`src/rtl/clkenc_pkg.sv`:
```
package clkenc_pkg;

    localparam int NUM_CMD = 4;
    localparam int IDX_W   = $clog2(NUM_CMD);

    typedef enum logic [1:0] {
        S_IDLE = 2'd0,
        S_BIT0 = 2'd1,
        S_BIT1 = 2'd2,
        S_BIT2 = 2'd3
    } ser_state_t;

    // Second and third bits of a pattern; the first bit is always 1.
    // index 0: 100, 1: 110, 2: 101, 3: 111
    function automatic logic [1:0] pattern_tail(input logic [IDX_W-1:0] idx);
        logic [1:0] t;
        unique case (idx)
            2'd0: t = 2'b00;
            2'd1: t = 2'b10;
            2'd2: t = 2'b01;
            default: t = 2'b11;
        endcase
        return t;
    endfunction

endpackage

```
`src/rtl/clkenc_phase.sv`:
```
module clkenc_phase (
    input  logic clk,
    input  logic rst_n,
    output logic low_half
);
    logic ph_q;

    always_ff @(posedge clk or negedge rst_n) begin
        if (!rst_n) ph_q <= 1'b0;
        else        ph_q <= ~ph_q;
    end

    assign low_half = ph_q;

    // the phase alternates each cycle
    assert_phase_toggles_R2: assert property (@(posedge clk) disable iff (!rst_n)
        low_half |=> !low_half);
endmodule

```
`src/rtl/clkenc_arbiter.sv`:
```
module clkenc_arbiter #(
    parameter int N  = clkenc_pkg::NUM_CMD,
    localparam int IW = $clog2(N)
) (
    input  logic          clk,
    input  logic          rst_n,
    input  logic [N-1:0]  req,
    input  logic          take,
    output logic          any_pend,
    output logic [IW-1:0] sel,
    output logic [N-1:0]  ovf
);
    logic [N-1:0] pend_q;
    logic [N-1:0] grant;
    logic [N-1:0] ovf_q;

    always_comb begin
        sel = '0;
        for (int i = N - 1; i >= 0; i--) begin
            if (pend_q[i]) sel = IW'(i);
        end
    end

    assign any_pend = |pend_q;

    generate
        for (genvar g = 0; g < N; g++) begin : g_cmd
            assign grant[g] = take && any_pend && (sel == IW'(g));

            always_ff @(posedge clk or negedge rst_n) begin
                if (!rst_n) begin
                    pend_q[g] <= 1'b0;
                    ovf_q[g]  <= 1'b0;
                end else begin
                    pend_q[g] <= (pend_q[g] & ~grant[g]) | req[g];
                    if (req[g] && pend_q[g] && !grant[g]) ovf_q[g] <= 1'b1;
                end
            end

            if (g > 0) begin : g_prio
                // never grant past a higher-priority pending command
                assert_prio_order_R5: assert property (@(posedge clk) disable iff (!rst_n)
                    grant[g] |-> (pend_q[g-1:0] == '0));
            end
        end
    endgenerate

    assign ovf = ovf_q;

    assert_one_grant_R5: assert property (@(posedge clk) disable iff (!rst_n)
        $onehot0(grant));

    // overflow bits never clear
    assert_ovf_sticky_R9: assert property (@(posedge clk) disable iff (!rst_n)
        &(~$past(ovf_q) | ovf_q));
endmodule

```
`src/rtl/clkenc_serializer.sv`:
```
module clkenc_serializer
    import clkenc_pkg::*;
(
    input  logic             clk,
    input  logic             rst_n,
    input  logic             low_half,
    input  logic             any_pend,
    input  logic [IDX_W-1:0] sel,
    output logic             take,
    output logic             line_o
);
    ser_state_t st_q, st_d;
    logic [1:0] tail_q;
    logic       line_d;

    assign take = low_half && (st_q == S_IDLE || st_q == S_BIT2);

    always_comb begin
        st_d = st_q;
        if (low_half) begin
            unique case (st_q)
                S_IDLE, S_BIT2: st_d = any_pend ? S_BIT0 : S_IDLE;
                S_BIT0:         st_d = S_BIT1;
                S_BIT1:         st_d = S_BIT2;
            endcase
        end
    end

    // State register
    always_ff @(posedge clk or negedge rst_n) begin
        if (!rst_n) begin
            st_q   <= S_IDLE;
            tail_q <= 2'b00;
        end else begin
            st_q <= st_d;
            if (take && any_pend) tail_q <= pattern_tail(sel);
        end
    end

    // Output process: high half carries the current bit, low half is 0
    always_comb begin
        line_d = 1'b0;
        if (low_half) begin
            unique case (st_d)
                S_IDLE, S_BIT0: line_d = 1'b1;
                S_BIT1:         line_d = (st_q == S_BIT0) ? tail_q[1] : 1'b0;
                S_BIT2:         line_d = tail_q[0];
            endcase
        end
    end

    always_ff @(posedge clk or negedge rst_n) begin
        if (!rst_n) line_o <= 1'b0;
        else        line_o <= line_d;
    end

    // never high in two consecutive half periods
    assert_no_double_high_R2: assert property (@(posedge clk) disable iff (!rst_n)
        line_o |=> !line_o);
    // the first period of a pattern is an ordinary pulse
    assert_start_bit_high_R3: assert property (@(posedge clk) disable iff (!rst_n)
        (st_q == S_BIT0 && !low_half) |-> line_o);
    // a started pattern is not cut short
    assert_no_interrupt_R7: assert property (@(posedge clk) disable iff (!rst_n)
        (st_q == S_BIT0 && low_half) |=> (st_q == S_BIT1));
    assert_bit1_to_bit2_R7: assert property (@(posedge clk) disable iff (!rst_n)
        (st_q == S_BIT1 && low_half) |=> (st_q == S_BIT2));
endmodule

```
`src/rtl/clkline_trig_enc.sv`:
```
module clkline_trig_enc
    import clkenc_pkg::*;
(
    input  logic       clk_2x_i,
    input  logic       rst_n_i,
    input  logic       req_l1a_i,
    input  logic [2:0] req_aux_i,
    output logic       line_o,
    output logic [3:0] overflow_o
);
    logic             low_half;
    logic             take;
    logic             any_pend;
    logic [IDX_W-1:0] sel;
    logic [NUM_CMD-1:0] req;

    assign req = {req_aux_i, req_l1a_i};

    clkenc_phase u_phase (
        .clk      (clk_2x_i),
        .rst_n    (rst_n_i),
        .low_half (low_half)
    );

    clkenc_arbiter #(.N(NUM_CMD)) u_arb (
        .clk      (clk_2x_i),
        .rst_n    (rst_n_i),
        .req      (req),
        .take     (take),
        .any_pend (any_pend),
        .sel      (sel),
        .ovf      (overflow_o)
    );

    clkenc_serializer u_ser (
        .clk      (clk_2x_i),
        .rst_n    (rst_n_i),
        .low_half (low_half),
        .any_pend (any_pend),
        .sel      (sel),
        .take     (take),
        .line_o   (line_o)
    );
endmodule

```
`config.mk`:
```
export PLATFORM = sky130hd
export DESIGN_NAME = clkline_trig_enc
export DESIGN_NICKNAME = d
export VERILOG_FILES = /design/src/rtl/clkenc_pkg.sv /design/src/rtl/clkenc_phase.sv /design/src/rtl/clkenc_arbiter.sv /design/src/rtl/clkenc_serializer.sv /design/src/rtl/clkline_trig_enc.sv
export SDC_FILE = /design/constraint.sdc
export NUM_CORES = 1
export LEC_CHECK = 0
export ABC_AREA = 0
export BUFFER_PORTS_ARGS = -buffer_cell sky130_fd_sc_hd__clkbuf_2
export CAP_MARGIN = 5
export CORE_UTILIZATION = 35
export CTS_BUF_LIST = sky130_fd_sc_hd__clkbuf_2 sky130_fd_sc_hd__clkbuf_4 sky130_fd_sc_hd__clkbuf_8
export DETAILED_ROUTE_END_ITERATION = 10
export GPL_TIMING_DRIVEN = 0
export RECOVER_POWER = 50
export SYNTH_ARGS = -nofsm -noshare
export SYNTH_HDL_FRONTEND = slang
export SYNTH_HIERARCHICAL = 1
export SYNTH_SLANG_ARGS = --single-unit
```
`constraint.sdc`:
```
create_clock -name clk_2x_i -period 1.75 [get_ports clk_2x_i]
set_input_delay 0.35 -clock clk_2x_i [delete_from_list [all_inputs] [get_ports clk_2x_i]]
set_output_delay 0.35 -clock clk_2x_i [all_outputs]
set_load 0.01 [all_outputs]
```
* Word-level counts from Yosys, hierarchy flattened *
Cells that the tools add are included.

storage, ports and cells
  flip-flop bits (word level) = 14
  output and inout port bits = 5

cells by class
  equality and inequality tests = 9
  reductions and logical operators = 25
  bitwise gates (word level) = 13
  mux-type cells = 11

operator list
  kind                                            count
  logical AND 1 bit                               14
  == test 2 bit (second input constant)           6
  one-hot mux 2 bit (3 select lines)              2
  two-way mux 2 bit                               5
  == test 2 x 1 -> 1 bit (second input constant)  3
  zero test 2 bit                                 3
  inverter 1 bit                                  5
  AND 1 bit                                       4
  zero test 1 bit                                 4
  bitwise OR 1 bit                                4
  OR reduction 2 bit                              2
  OR reduction 4 bit                              1
  two-way mux 1 bit                               3
  one-hot mux 1 bit (3 select lines)              1
  logical OR 1 bit                                1

* Logic depth before layout (Yosys ltp) *
  word-level depth = 9
  gate-level depth with buffers = 5
  depth with buffers taken out = 5

* By module *
The synthesis kept the hierarchy.

modules (own cells, without submodules)
  module             sequential area each (um^2)  instances  cells an instance  area an instance (um^2)
  clkenc_arbiter     200.2                        1          27                 327.8
  clkenc_serializer  125.1                        1          20                 246.5
  clkenc_phase       25.0                         1          2                  28.8

* Least setup slack after synthesis *
OpenSTA, ideal clock, no wires.

  path kind = reg2reg
  from = register u_ser.st_q[0]
  to = register u_arb.ovf_q[2] (netlist: u_arb/ovf[2])
  cell stages (with the launch flop) = 6
  buffers on the path = 0
  data required time = 1630 ps
  arrival time = 1601 ps
  path slack = 29 ps
  clock period less this slack = 1721 ps
  cells stage by stage = dfrtp_1 inv_1 ha_1 and2_2 or3b_2 a31o_2

between the ends
  word-level cells in the longest chain between the ends = 7
  elaborated cells on any way between the ends = 8

RTL lines
  element                                                  line                     source
  start, declared                                          clkenc_serializer.sv:12  ser_state_t st_q, st_d;
  start signal, assigned                                   clkenc_serializer.sv:35  st_q <= st_d;
  == test 2 bit / zero test 2 bit (equally long branches)  clkenc_serializer.sv:16  assign take = low_half && (st_q == S_IDLE || st_q == S_BIT2);
  logical OR 1 bit (*)                                     clkenc_serializer.sv:16
  logical AND 1 bit (*)                                    clkenc_serializer.sv:16
  named net take                                           clkline_trig_enc.sv:12   logic take;
  logical AND 1 bit (*) (2 in a row)                       clkenc_arbiter.sv:28     assign grant[g] = take && any_pend && (sel == IW'(g));
  zero test 1 bit (*)                                      clkenc_arbiter.sv:36     if (req[g] && pend_q[g] && !grant[g]) ovf_q[g] <= 1'b1;
  logical AND 1 bit (*)                                    clkenc_arbiter.sv:36
  end signal, assigned by index                            clkenc_arbiter.sv:33     ovf_q[g] <= 1'b0;
  end signal, assigned by index                            clkenc_arbiter.sv:36
  end, declared                                            clkenc_arbiter.sv:15     logic [N-1:0] ovf_q;

Mark *: on every way through the listed nets, which the timed path passes. The rest lies on a longest branch.
A chain may end at the register's enable or synchronous reset.

* Worst setup path in the final report *
  from = register u_ser.st_q[1]
  to = register u_arb.ovf_q[2] (netlist: u_arb/ovf[2])

The elaborated chain is that of the path after synthesis.

==> impl_metrics.toml <==
[pwr]
worst_ir_drop_vdd_mv = 0.600
p_leak_nw = 0.355
finalPower_mw = 1.05
p_per_area_nw_per_um2 = 1390

[timing]
setup_tns_ps = 0
clock-skew-final_ps = 0.920
worstMarginPinSlew_ps = 749
maxSlewHeadroom_pct = 50.1
hold_violations = 0
final.min_clock_period_ps = 1700
setup_viol = 0
slew_viol_final = 0
grt_setup_unrepaired = "false"
period_share_pct = 97.2
fmax_mhz = 588

[drt]
ant_nets = 0
viasPerCell = 4.82
vias = 400
drt_iter0_drc = 4
routedWlPerCell_um = 11.5
routed_wirelength_um = 952
drc = 2
firstDrtPassIters = 6

[grt]
grt.overflow.total = 0
grt_pass1_vias = 391
antenna_found_initial = 0
grt_pass1_wl_mm = 1.65
grt_usage_pct = 12.2
grt_max_degree = 15

[flow_run]
drv_cap = 0

[setup_path]
arrival_ps = 1870
crit_slowest_cell = "or3b_2"
cp_top_family = "simple AND/OR/NAND/NOR gates"
cp_num_buf_inv = 0
r2r_end = "u_arb/ovf[2]$_DFFE_PN0P_"
cp-start-kind = "register"
r2r_start = "u_ser/st_q[1]$_DFF_PN0_"
worst-r2r-cell-count = 4
critPathRequiredTime_ps = 1920
worstPathMaxFanout = 5
crit_chain = "ha_4, and2_4, or3b_2, a31o_2"
crit_type = "register to register"
r2r_slack_ps = 50
slowest_delay_ps = 450
cp-end-kind = "register"

[placement]
io_buffers = 10
dp_hpwl_um = 666
placed_area_um2 = 673
gp_congestion = 0.656
dp.cells = 75

[clock_network]
cts_tree = "yes"
clk_pin_slew_ps = 80
cts_inserted_buffers = 3
clockBufferDepth = 2
root_buffer = "clkbuf_4"
htreeDepth = 1
cts_sinks = 14
insertion_delay_ps = 270

[logic_synthesis]
synth_top_area_share_pct = 58.1
ys_warn_count = 6
ys_seq_area_share_pct = 58.1
syn_inst = 49
syn_avg_cell_area_um2 = 12.3
ys_top_cells_by_area = "dfrtp_1, a31o_2, ha_1, mux2_1, mux2i_1"
synth_area_um2 = 603
ys_types = 20
yosys_register_bits = 14
syn_nets = 57
yosys.area.top_type = "dfrtp_1"

[finish]
layout_commonest_cell = "dfrtp_1"
fin_area_um2 = 758
fin_cells = 83
fin_util_pct = 48.6
synthToLayoutAreaGrowth_pct = 25.7
layout.nets = 76
antenna-diode-count = 0
drive_above_1_share_pct = 38.8
layout_common_cells = "dfrtp_1, clkbuf_2, inv_1"

[worst_hold_path]
worstHoldEndpoint = "u_arb/pend_q[1]$_DFF_PN0_"
min-delay-path-class = "primary input to register"
holdPathStages = 2
min-delay-start = "req_aux_i[0]"

[floorplanning]
dieHeight_um = 43.5
dieArea_um2 = 1890
ios = 11
row_count = 14
initial_core_util_pct = 38.7
core_area_um2 = 1560
die_w_um = 43.5

[run_status]
status = "finished with violations"
violations = "design-rule violations"
-- state kept, by name (all words and copies together) (netlist names) --
| register | cells |
|---|---|
| u_arb/ovf | 4 |
| u_arb/pend_q | 4 |
| u_phase/low_half | 1 |
| u_ser/line_o | 1 |
| u_ser/st_q | 2 |
| u_ser/tail_q | 2 |
-- routing by layer --
layer  track usage, %  vias to the layer above  share of wire, %
met1             16.1                      187                53
met5                0                        -                 0
met4             7.50                        0              0.95
li1                 -                      204                 -
met2             17.6                        7                43
met3             3.75                        2               3.5
-- synth_stat cells --
| cell type | number |
|---|---|
| dfrtp_1 | 14 |
| inv_1 | 5 |
| a21oi_1 | 3 |
| a31o_2 | 3 |
| nor2_1 | 3 |
| a21o_1 | 2 |
| a21o_2 | 2 |
| ha_1 | 2 |
| mux2_1 | 2 |
| mux2i_1 | 2 |
| nand2b_1 | 2 |
| a21boi_0 | 1 |
| a31o_1 | 1 |
| and2_2 | 1 |
| nand2_1 | 1 |
| nand3_2 | 1 |
| nand3b_1 | 1 |
| nor3_1 | 1 |
| or3b_2 | 1 |
| or4b_1 | 1 |
-- timing repair --
item,in CTS,in global routing
hold buffers,1,0
resized for setup,1,2
endpoints found under the setup margin,4,3
setup buffers,1,2
hold endpoints to repair,14,0
-- metrics by stage --
stage	hold WS, ps	setup slack, ps
6_report	273	49.1
5_1_grt	265	9.51
4_1_cts	264	20.4
3_5_place_dp	273	-79.1
3_3_place_gp	274	-67.8
2_1_floorplan	54.4	29.0
-- power breakdown --
group	internal, mW	switching, mW
logic	0.242	0.182
clock network	0.126	0.0978
registers	0.367	0.0361
-- cells by family (layout without fill, tap and decap cells) --
kind of cell               count (synthesis)  in the layout  share of synthesized area (%)
and+or+nand+nor                           12             12                           12.7
AOI/OAI and AO/OA                         12             12                           14.9
DFF                                       14             14                           58.1
adders and majority gates                  2              2                           4.15
buffers and inverters                      5             23                           3.11
muxes                                      4              4                           7.05
-- final cells by class --
type | count | area [um^2]
inverter | 5 | 18.8
multi-input combinational | 30 | 251
sequential | 14 | 350
clock buffer | 4 | 36.3
fill | 143 | 801
tap | 16 | 20.0
timing repair buffer | 14 | 81.3
-- how the worst max path moves through the flow --
stage	depth (start not counted)	startpoint	end
2_1_floorplan	5	u_ser/st_q[0]$_DFF_PN0_	u_arb/ovf[2]$_DFFE_PN0P_
3_3_place_gp	5	u_ser/st_q[0]$_DFF_PN0_	u_arb/ovf[2]$_DFFE_PN0P_
3_5_place_dp	5	u_ser/st_q[0]$_DFF_PN0_	u_arb/ovf[2]$_DFFE_PN0P_
4_1_cts	4	u_ser/st_q[1]$_DFF_PN0_	u_arb/ovf[2]$_DFFE_PN0P_
5_1_grt	4	u_ser/st_q[1]$_DFF_PN0_	u_arb/ovf[2]$_DFFE_PN0P_
6_report	4	u_ser/st_q[1]$_DFF_PN0_	u_arb/ovf[2]$_DFFE_PN0P_
(Power assumes the default switching activity.)
